<file path="src/rtl/mem_window_decoder.sv">
module mem_window_decoder #(
  parameter logic [7:0] CFG_INDEX = 8'hB8
) (
  input  logic        clk,
  input  logic        rst_n,
  input  logic        io_idx_we,
  input  logic        io_dat_we,
  input  logic [7:0]  io_wdata,
  output logic [7:0]  io_rdata,
  input  logic [31:0] mem_addr,
  output logic [2:0]  region_sel,
  output logic [23:0] offset,
  output logic        spad_hit,
  output logic        spad_miss,
  output logic        gfx_instr_en
);
  localparam logic [7:0] CFG_MASK = 8'h0F;

  logic [7:0]  idx_q, cfg_q;
  logic [1:0]  base_code, spad_code;
  logic        in_window, cfg_sel;
  logic [14:0] ctl_off, spad_limit;

  assign cfg_sel = (idx_q == CFG_INDEX);

  always_ff @(posedge clk) begin
    if (!rst_n) begin
      idx_q <= '0;
      cfg_q <= '0;
    end else begin
      if (io_idx_we) idx_q <= io_wdata;
      if (io_dat_we && cfg_sel) cfg_q <= io_wdata & CFG_MASK;
    end
  end

  assign io_rdata  = cfg_sel ? cfg_q : 8'h00;
  assign base_code = cfg_q[1:0];
  assign spad_code = cfg_q[3:2];

  assign in_window = (base_code != 2'b00) && (mem_addr[31:30] == base_code)
                     && (mem_addr[29:24] == 6'd0);

  assign region_sel[0] = in_window &&  mem_addr[23];
  assign region_sel[1] = in_window && !mem_addr[23] && !mem_addr[15];
  assign region_sel[2] = in_window && !mem_addr[23] &&  mem_addr[15];

  assign ctl_off = mem_addr[14:0];

  always_comb begin
    offset = '0;
    if (region_sel[0])                      offset = mem_addr[23:0];
    else if (region_sel[1] || region_sel[2]) offset = {9'd0, ctl_off};
  end

  always_comb begin
    case (spad_code)
      2'd1:    spad_limit = 15'd2048;
      2'd2:    spad_limit = 15'd3072;
      2'd3:    spad_limit = 15'd4096;
      default: spad_limit = 15'd0;
    endcase
  end

  assign spad_hit     = region_sel[1] && (ctl_off < spad_limit);
  assign spad_miss    = region_sel[1] && (ctl_off >= spad_limit);
  assign gfx_instr_en = (spad_code != 2'b00);


  reserved_zero_chk: assert property (@(posedge clk) disable iff (!rst_n)
    cfg_q[7:4] == 4'h0);


  onehot_sel_chk: assert property (@(posedge clk) disable iff (!rst_n)
    $onehot0(region_sel));


  disabled_window_chk: assert property (@(posedge clk) disable iff (!rst_n)
    (cfg_q[1:0] == 2'b00) |-> (region_sel == 3'b000));


  spad_flag_chk: assert property (@(posedge clk) disable iff (!rst_n)
    (spad_hit || spad_miss) |-> (region_sel == 3'b010 && !(spad_hit && spad_miss)));


  spad_needs_enable_chk: assert property (@(posedge clk) disable iff (!rst_n)
    spad_hit |-> gfx_instr_en);


  cfg_update_chk: assert property (@(posedge clk) disable iff (!rst_n)
    ($past(rst_n) && $past(io_dat_we) && $past(idx_q) == CFG_INDEX)
      |-> (cfg_q == {4'h0, $past(io_wdata[3:0])}));


  foreign_write_chk: assert property (@(posedge clk) disable iff (!rst_n)
    ($past(rst_n) && $past(idx_q) != CFG_INDEX) |-> $stable(cfg_q));
endmodule

</file>
<file path="config.mk">
export PLATFORM = sky130hd
export DESIGN_NAME = mem_window_decoder
export DESIGN_NICKNAME = d
export VERILOG_FILES = /design/src/rtl/mem_window_decoder.sv
export SDC_FILE = /design/constraint.sdc
export NUM_CORES = 1
export LEC_CHECK = 0
export BUFFER_PORTS_ARGS = -buffer_cell sky130_fd_sc_hd__clkbuf_2
export CAP_MARGIN = 20
export CORE_UTILIZATION = 35
export DETAILED_ROUTE_END_ITERATION = 10
export PLACE_DENSITY = 0.75
export SLEW_MARGIN = 25
export SYNTH_ARGS = -nofsm -noshare
export SYNTH_HDL_FRONTEND = slang
export SYNTH_SLANG_ARGS = --single-unit
</file>
<file path="constraint.sdc">
create_clock -name clk -period 4.82 [get_ports clk]
set_input_delay 0.723 -clock clk [delete_from_list [all_inputs] [get_ports clk]]
set_output_delay 0.723 -clock clk [all_outputs]
set_load 0.01 [all_outputs]
</file>
-- Yosys cells after proc, flatten, opt, wreduce, memory -nomap -nowiden
Index checks and enable logic that the tools add are counted.
- flip-flop bits (word level): 12
- input port bits: 44
- output and inout port bits: 38
- word-level logic and storage cells: 28
- $lt $le $gt $ge: 2
- eq/ne operators: 5
- muxes and demuxes: 4
- reduce and logical (&&, ||, !) cells: 15
- operators with widths (operator ; count):
    case mux 13 bit (3 select lines) ; 1
    two-way mux 24 bit ; 1
    greater-or-equal comparator 15 bit ; 1
    less-than comparator 15 bit ; 1
    two-way mux 15 bit ; 1
    logical AND 1 bit ; 9
    equality test 8 bit (second input constant) ; 1
    logical NOT 6 bit ; 1
    equality test 2 bit (second input constant) ; 2
    two-way mux 4 bit ; 1
    nonzero test 2 bit ; 2
    equality test 2 x 1 -> 1 bit (second input constant) ; 1
    equality test 2 bit ; 1
    logical NOT 1 bit ; 2
    logical OR 1 bit ; 1

-- Depth between registers and ports, before layout
Gate-level depths: netlist of run 1.
- word-level depth: 8
- gate-level depth with buffers: 8
- depth with buffers taken out: 8

-- Least setup slack after synthesis of run 1
Ideal clock, no wire load.
- path type: input to output
- start point: input mem_addr[24]
- end point: output region_sel[0]
- arrival: 2141 ps
- data required time: 4097 ps
- slack: 1956 ps
- stages: 5
- path buffers: 2
- cells stage by stage: or4_4 > nor4_4 > buf_4 > and2_1 > buf_4
- word-level cells in the longest chain between the ends: 3
- RTL lines (item ; line ; source):
    from (decl) ; 10 ; input logic [31:0] mem_addr,
    logical NOT 6 bit ; 41 ; && (mem_addr[29:24] == 6'd0);
    logical AND 1 bit ; 41 ;
    logical AND 1 bit ; 43 ; assign region_sel[0] = in_window && mem_addr[23];
    to (decl) ; 11 ; output logic [2:0] region_sel,
Every way passes these cells.

-- Worst setup path after layout of run 1
- start point: input mem_addr[24]
- end point: output spad_hit
- word-level cells in the longest chain between the ends: 5
- RTL lines (item ; line ; source):
    logical NOT 6 bit ; 41 ;
    logical AND 1 bit ; 41 ;
    logical AND 1 bit (2 in series) ; 44 ; assign region_sel[1] = in_window && !mem_addr[23] && !mem_addr[15];
    logical AND 1 bit ; 64 ; assign spad_hit = region_sel[1] && (ctl_off < spad_limit);
    to (decl) ; 13 ; output logic spad_hit,
Every way passes these cells.

==> impl_metrics.env, run 1 <==
export IMPL_wl_met3_um=194
export IMPL_hold_depth=2
export IMPL_cp_depth=5
export IMPL_vias_per_cell=4.85
export IMPL_numClockSinks=12
export IMPL_worstPathRequired_ps=4100
export IMPL_crit_path_frequent_cell="clkbuf_2"
export IMPL_final_cell_area_mm2=0.00135
export IMPL_worstSetupStartpointType="input pin"
export IMPL_final_setup_skew_ps=3.18
export IMPL_grt_first_pass_wirelength_um=3220
export IMPL_place_gp_congestion=0.697
export IMPL_yosys_area_top_type_share_pct=25.3
export IMPL_synth_commonest_cells="22 x and2_1, 12 x dfxtp_1, 9 x and3_1, 9 x nor2b_1, 8 x mux2i_1"
export IMPL_cp_num_buf_inv=2
export IMPL_seqPwrFrac_pct=52.5
export IMPL_critical_path_cell_chain="clkbuf_2, or4_4, nor4_4, and4_1, clkbuf_2"
export IMPL_synth_top_area_cell="dfxtp_1"
export IMPL_reg2reg_from="idx_q[0]$_SDFFE_PN0P_"
export IMPL_grt_start_max_net_pins=29
export IMPL_hold_viol_final=0
export IMPL_min_from="cfg_q[2]$_SDFFE_PN0P_"
export IMPL_fin_setup_tns_ps=0
export IMPL_post_cts_buffers=0
export IMPL_syn_cell_area_um2=951
export IMPL_final_cells=217
export IMPL_timing_fmax_mhz=308
export IMPL_maxSlewHeadroom_pct=41.1
export IMPL_wl_met1_um=967
export IMPL_first_global_vias=865
export IMPL_holdPathEnd="cfg_q[2]$_SDFFE_PN0P_"
export IMPL_rows=18
export IMPL_ys_types=28
export IMPL_cts_root_buffer="clkbuf_4"
export IMPL_ir_worst_vdd_v=0.000147
export IMPL_drt_iter0_markers=18
export IMPL_crit_path_max_incr_delay_ps=740
export IMPL_clkLatencyLatePin_ps=260
export IMPL_cts_buffer_depth=2
export IMPL_final_setup_viol_count=0
export IMPL_io_buffer_count=77
export IMPL_nets=239
export IMPL_highest_layer="met3"
export IMPL_r2r_cells=4
export IMPL_yosysMostFrequentCell="and2_1"
export IMPL_p_sw_share_pct=24.0
export IMPL_cp_top_family="simple AND/OR/NAND/NOR gates"
export IMPL_end_kind="output pin"
export IMPL_synth_seq_cells=12
export IMPL_layout_drive_gt1_share_pct=44.4
export IMPL_fin_crit_sh_pct=67.4
export IMPL_reg2reg_slack_ps=3240
export IMPL_power_frac_comb_pct=19.2
export IMPL_leakagePower_nw=0.750
export IMPL_switchingPower_uw=48.1
export IMPL_p_int_uw=152
export IMPL_detail_route_wl_per_cell_um=10.8
export IMPL_grt_usage_pct=14.7
export IMPL_rr_endpoint="cfg_q[0]$_SDFFE_PN0P_"
export IMPL_worst_slew_pin_slew_ps=877
export IMPL_syn_to_final_growth_pct=41.6
export IMPL_p_clk_share_pct=28.3
export IMPL_avgSynthCellArea_um2=8.34
export IMPL_ys_warn_count=0
export IMPL_clkTransAtPathRegs_ps=70
export IMPL_wl_met2_um=1180
export IMPL_synth_edff_count=0
export IMPL_synthFlopType="dfxtp_1"
export IMPL_synthArstFlopShare_pct=0
export IMPL_drc=0
export IMPL_grt_antenna_before_repair=0
export IMPL_cap_violations=0
export IMPL_overflow=0
export IMPL_fin_crit_ps=3250
export IMPL_cts_resized_gates=0
export IMPL_holdBufCountCts=0
export IMPL_ant_nets=0
export IMPL_htree_levels=1
export IMPL_crit_slowest_cell="nor4_4"
export IMPL_die_area_mm2=0.00293
export IMPL_cts_buffers=3
export IMPL_wl_um=2340
export IMPL_die_w_um=54.1
export IMPL_hp_class="flop to flop"
export IMPL_ys_seq_area_share_pct=25.3
export IMPL_hpwlAfterDp_um=2050
export IMPL_cp_max_fo=28
export IMPL_firstDrtPassIters=4
export IMPL_dpl_instance_area_mm2=0.00132
export IMPL_num_antenna_cells=0
export IMPL_die_y_um=54.1
export IMPL_start_util_pct=37.7
export IMPL_status="complete, no violations"
export IMPL_critPathKind="input pin to output pin"
export IMPL_drv_slew=0
export IMPL_synthTopCellsByArea="dfxtp_1 25%, and2_1 14%, mux2i_1 8.4%"
export IMPL_postSynthCellCount=114
export IMPL_p_per_area_mw_per_mm2=149
export IMPL_io_pins=82
export IMPL_vias=1052
export IMPL_arrival_ps=2530
export IMPL_coreArea_mm2=0.00252
export IMPL_cts_tree="yes"
export IMPL_numPlacedInstances=214
export IMPL_grt_setup_unrepaired="no"
==> cells in the final DEF, fill, tap and decap left out <==
master / netlist / layout
nand2_1: 6 / 6
o21ai_0: 5 / 5
mux2i_1: 8 / 8
and2_1: 22 / 22
or4_4: 1 / 1
ha_1: 6 / 6
clkbuf_2: 0 / 77
nand4bb_1: 1 / 1
and3_1: 9 / 9
and3b_1: 1 / 1
nor4_1: 3 / 2
a31oi_1: 1 / 1
and4_1: 1 / 1
inv_1: 6 / 6
nor4bb_1: 1 / 1
nor2b_1: 9 / 9
nor4_2: 0 / 1
o211ai_1: 1 / 1
nor4b_1: 1 / 1
xnor2_1: 1 / 1
conb_1: 1 / 4
nand4_1: 4 / 4
nor4_4: 1 / 1
dfxtp_1: 12 / 12
clkbuf_4: 0 / 3
nand4b_1: 1 / 1
nor2_1: 1 / 1
nor3_1: 1 / 1
==> flip-flops by register name, summed over array words and instances (netlist names) <==
register	count
cfg_q	4
idx_q	8
==> worst max-delay path by stage <==
stage / from / slack (ps) / to
after floorplan: mem_addr[24] / 1960 / region_sel[0]
after global placement: mem_addr[24] / 1650 / spad_hit
after detailed placement: mem_addr[24] / 1560 / spad_hit
after CTS: mem_addr[24] / 1560 / spad_hit
after global routing: mem_addr[24] / 1450 / spad_hit
final: mem_addr[24] / 1570 / spad_hit
==> layer usage <==
metal  vias to the layer above  track usage [%]
li1                        536                -
met5                         -                0
met3                         0             1.69
met4                         0             3.85
met2                        52             29.7
met1                       464             15.5
==> worst min-delay path, delay by kind of cell (launching register included) <==
kind               cells  cell delay [ps]
DFF                    1              330
and+or+nand+nor        1               60
AOI/OAI and AO/OA      1               60
==> power groups by stage <==
stage | combinational, mW | sequential, mW | clock (mW)
floorplan | 0.0180 | 0.107 | 0
global placement | 0.0371 | 0.107 | 0
detailed placement | 0.0386 | 0.107 | 0
CTS | 0.0386 | 0.105 | 0.0590
global route | 0.0426 | 0.106 | 0.0639
finish | 0.0385 | 0.105 | 0.0567
==> through the flow <==
| step | power, mW | util [%] | hold slack [ps] | setup slack, ps |
|---|---|---|---|---|
| 2_1_floorplan | 0.125 | - | 458 | 1960 |
| 3_3_place_gp | 0.144 | 52.2 | 482 | 1650 |
| 3_5_place_dp | 0.146 | 52.2 | 493 | 1560 |
| 4_1_cts | 0.203 | 53.1 | 501 | 1560 |
| 5_1_grt | 0.212 | 53.4 | 537 | 1450 |
| 6_report | 0.201 | 53.4 | 495 | 1570 |
==> cells by family after synthesis <==
family          count (synthesis)  share of synthesized area, %
simple gates                   63                          43.6
buf+inv                        16                          9.47
flops                          12                          25.3
mux                             8                          8.42
compound gates                  7                          4.08
fa+ha+maj                       6                          7.89
other cells                     1                         0.394
xor+xnor                        1                         0.921
==> cell type report <==
cell class              count  area (um2)
flip-flops and latches     12         240
inverters                   6        22.5
repair buffers             77         385
fillers                   236        1180
clock buffers               3        22.5
multi-input cells          89         638
well taps                  30        37.5
Note: power is estimated with default switching activity, not from simulation.
==> run 2, diff against run 1 <==
--- a/config.mk
+++ b/config.mk
@@ -7,9 +7,9 @@
 export LEC_CHECK = 0
 export BUFFER_PORTS_ARGS = -buffer_cell sky130_fd_sc_hd__clkbuf_2
 export CAP_MARGIN = 20
-export CORE_UTILIZATION = 35
+export CORE_UTILIZATION = 34
 export DETAILED_ROUTE_END_ITERATION = 10
-export PLACE_DENSITY = 0.75
+export PLACE_DENSITY = 0.76
 export SLEW_MARGIN = 25
 export SYNTH_ARGS = -nofsm -noshare
 export SYNTH_HDL_FRONTEND = slang
==> constraint.sdc (replaced) <==
create_clock -name clk -period 2.7 [get_ports clk]
set_input_delay 0.405 -clock clk [delete_from_list [all_inputs] [get_ports clk]]
set_output_delay 0.405 -clock clk [all_outputs]
set_load 0.01 [all_outputs]
==> run 2 against run 1 <==
Compared with the run above:
- final area up 1.7%
- core utilization down 0.059 points
- sequential share of layout area down 0.29 points
- setup slack worse by 1300 ps
- register-to-register slack worse by 1900 ps
- combinational power up 75%
- clock skew up 1.8 ps
- die area up 2.8%
- wire length down 4.2%
- clock power rose to 2.6 times the previous value
- largest power group unchanged
- highest routed layer is now met4
==> impl_metrics.env, run 2 (synthesis gave the netlist of run 1 again) <==
export IMPL_detail_route_wl_per_cell_um=10.2
export IMPL_firstDrtPassIters=4
export IMPL_hpwlAfterDp_um=1900
export IMPL_leakagePower_nw=0.768
export IMPL_drc=0
export IMPL_cts_root_buffer="clkbuf_4"
export IMPL_nets=241
export IMPL_cts_buffers=3
export IMPL_hp_class="input pin to flop"
export IMPL_cap_violations=0
export IMPL_worstPathRequired_ps=2300
export IMPL_vias_per_cell=4.65
export IMPL_numPlacedInstances=216
export IMPL_setup_ws_ps=242
export IMPL_hold_viol_final=0
export IMPL_reg2reg_slack_ps=1370
export IMPL_p_int_uw=303
export IMPL_reg2reg_from="idx_q[0]$_SDFFE_PN0P_"
export IMPL_layout_commonest_cell="clkbuf_2"
export IMPL_post_cts_buffers=0
export IMPL_htree_levels=1
export IMPL_holdPathEnd="cfg_q[1]$_SDFFE_PN0P_"
export IMPL_grt_usage_pct=13.9
export IMPL_holdBufCountCts=0
export IMPL_clkTransAtPathRegs_ps=80
export IMPL_rr_endpoint="cfg_q[2]$_SDFFE_PN0P_"
export IMPL_fin_crit_sh_pct=91.0
export IMPL_grt_setup_unrepaired="no"
export IMPL_ant_nets=0
export IMPL_grt_first_pass_wirelength_um=2970
export IMPL_cts_resized_gates=0
export IMPL_end_kind="output pin"
export IMPL_rows=18
export IMPL_dpl_worst_slack_ps=477
export IMPL_min_from="io_wdata[1]"
export IMPL_overflow=0
export IMPL_wl_met1_um=923
export IMPL_timing_fmax_mhz=407
export IMPL_numClockSinks=12
export IMPL_wl_met3_um=234
export IMPL_status="complete, no violations"
export IMPL_p_sw_share_pct=24.4
export IMPL_power_frac_comb_pct=16.8
export IMPL_largest_reg_flops=8
export IMPL_final_core_util_pct=53.3
export IMPL_top_register="idx_q"
export IMPL_cts_buffer_depth=2
export IMPL_final_setup_viol_count=0
export IMPL_drv_slew=0
export IMPL_die_y_um=54.9
export IMPL_fin_setup_tns_ps=0
export IMPL_highest_layer="met4"
export IMPL_grt_start_max_net_pins=29
export IMPL_seqPwrFrac_pct=46.8
export IMPL_io_buffer_count=77
export IMPL_num_antenna_cells=0
export IMPL_first_global_vias=740
export IMPL_cp_max_fo=5
export IMPL_grt_antenna_before_repair=0
export IMPL_fin_crit_ps=2460
export IMPL_syn_to_final_growth_pct=43.9
export IMPL_wl_met2_um=1050
export IMPL_vias=1024
export IMPL_wl_um=2240
export IMPL_coreArea_mm2=0.00257
export IMPL_final_setup_skew_ps=4.99
export IMPL_r2r_cells=5
export IMPL_place_gp_congestion=0.711
export IMPL_die_w_um=54.9
export IMPL_arrival_ps=2050
export IMPL_hold_depth=3
export IMPL_ir_worst_vdd_v=0.000320
export IMPL_cts_tree="yes"
export IMPL_final_cells=220
export IMPL_reg_top3="idx_q: 8 flops, cfg_q: 4 flops"
export IMPL_critPathKind="flop to output pin"
export IMPL_start_util_pct=37.0
export IMPL_p_per_area_mw_per_mm2=293
export IMPL_layout_drive_gt1_share_pct=44.7
export IMPL_layout_common_cells="77 x clkbuf_2, 22 x and2_1, 12 x dfxtp_1, 9 x and3_1, 9 x nor2b_1"
export IMPL_drt_iter0_markers=12
export IMPL_clkLatencyLatePin_ps=280
export IMPL_worstSetupStartpointType="flop"
export IMPL_switchingPower_uw=97.9
export IMPL_holdWs_ps=374
export IMPL_io_pins=82
export IMPL_p_clk_share_pct=36.5
export IMPL_die_area_mm2=0.00301
run 2: metal layers:
metal  global-route usage [%]  up-vias
li1                         -      536
met1                     15.3      428
met2                     24.7       55
met3                     3.06        5
met4                     6.41        0
met5                        0        -
run 2: area by class of cell:
type	count	area (um2)
clock buffer	4	36.3
fill	263	1200
inverter	6	22.5
multi-input combinational	89	632
sequential	12	240
tap	30	37.5
timing repair buffer	79	400
run 2: how the worst max path moves through the flow:
stage	start	endpoint	slack (ps)	cells past startpoint
6_report	cfg_q[3]$_SDFFE_PN0P_	spad_miss	240	9
5_1_grt	cfg_q[3]$_SDFFE_PN0P_	spad_miss	5	9
4_1_cts	cfg_q[2]$_SDFFE_PN0P_	spad_miss	230	9
3_5_place_dp	mem_addr[24]	spad_hit	480	6
3_3_place_gp	mem_addr[24]	spad_hit	490	6
2_1_floorplan	mem_addr[24]	region_sel[0]	470	5
run 2: through the flow:
step	instance area, um2	power (mW)
3_3_place_gp	1330	0.258
4_1_cts	1370	0.404
5_1_grt	1370	0.424
2_1_floorplan	962	0.223
6_report	1370	0.400
3_5_place_dp	1330	0.259
run 2: power by group through the flow:
stage	Clock [mW]	Sequential [mW]	Combinational [mW]
after floorplan	0	0.190	0.0322
after global placement	0	0.191	0.0667
after detailed placement	0	0.191	0.0676
after CTS	0.149	0.187	0.0679
after global routing	0.160	0.188	0.0759
final	0.146	0.187	0.0672
run 2: worst max-delay path: stages, from the launching register on:
cell and delay [ps]:
dfxtp_1 390, inv_1 60, ha_1 270, inv_1 40, ha_1 270, nor2b_1 130
o21ai_0 190, o211ai_1 120, and3_1 190, clkbuf_2 120
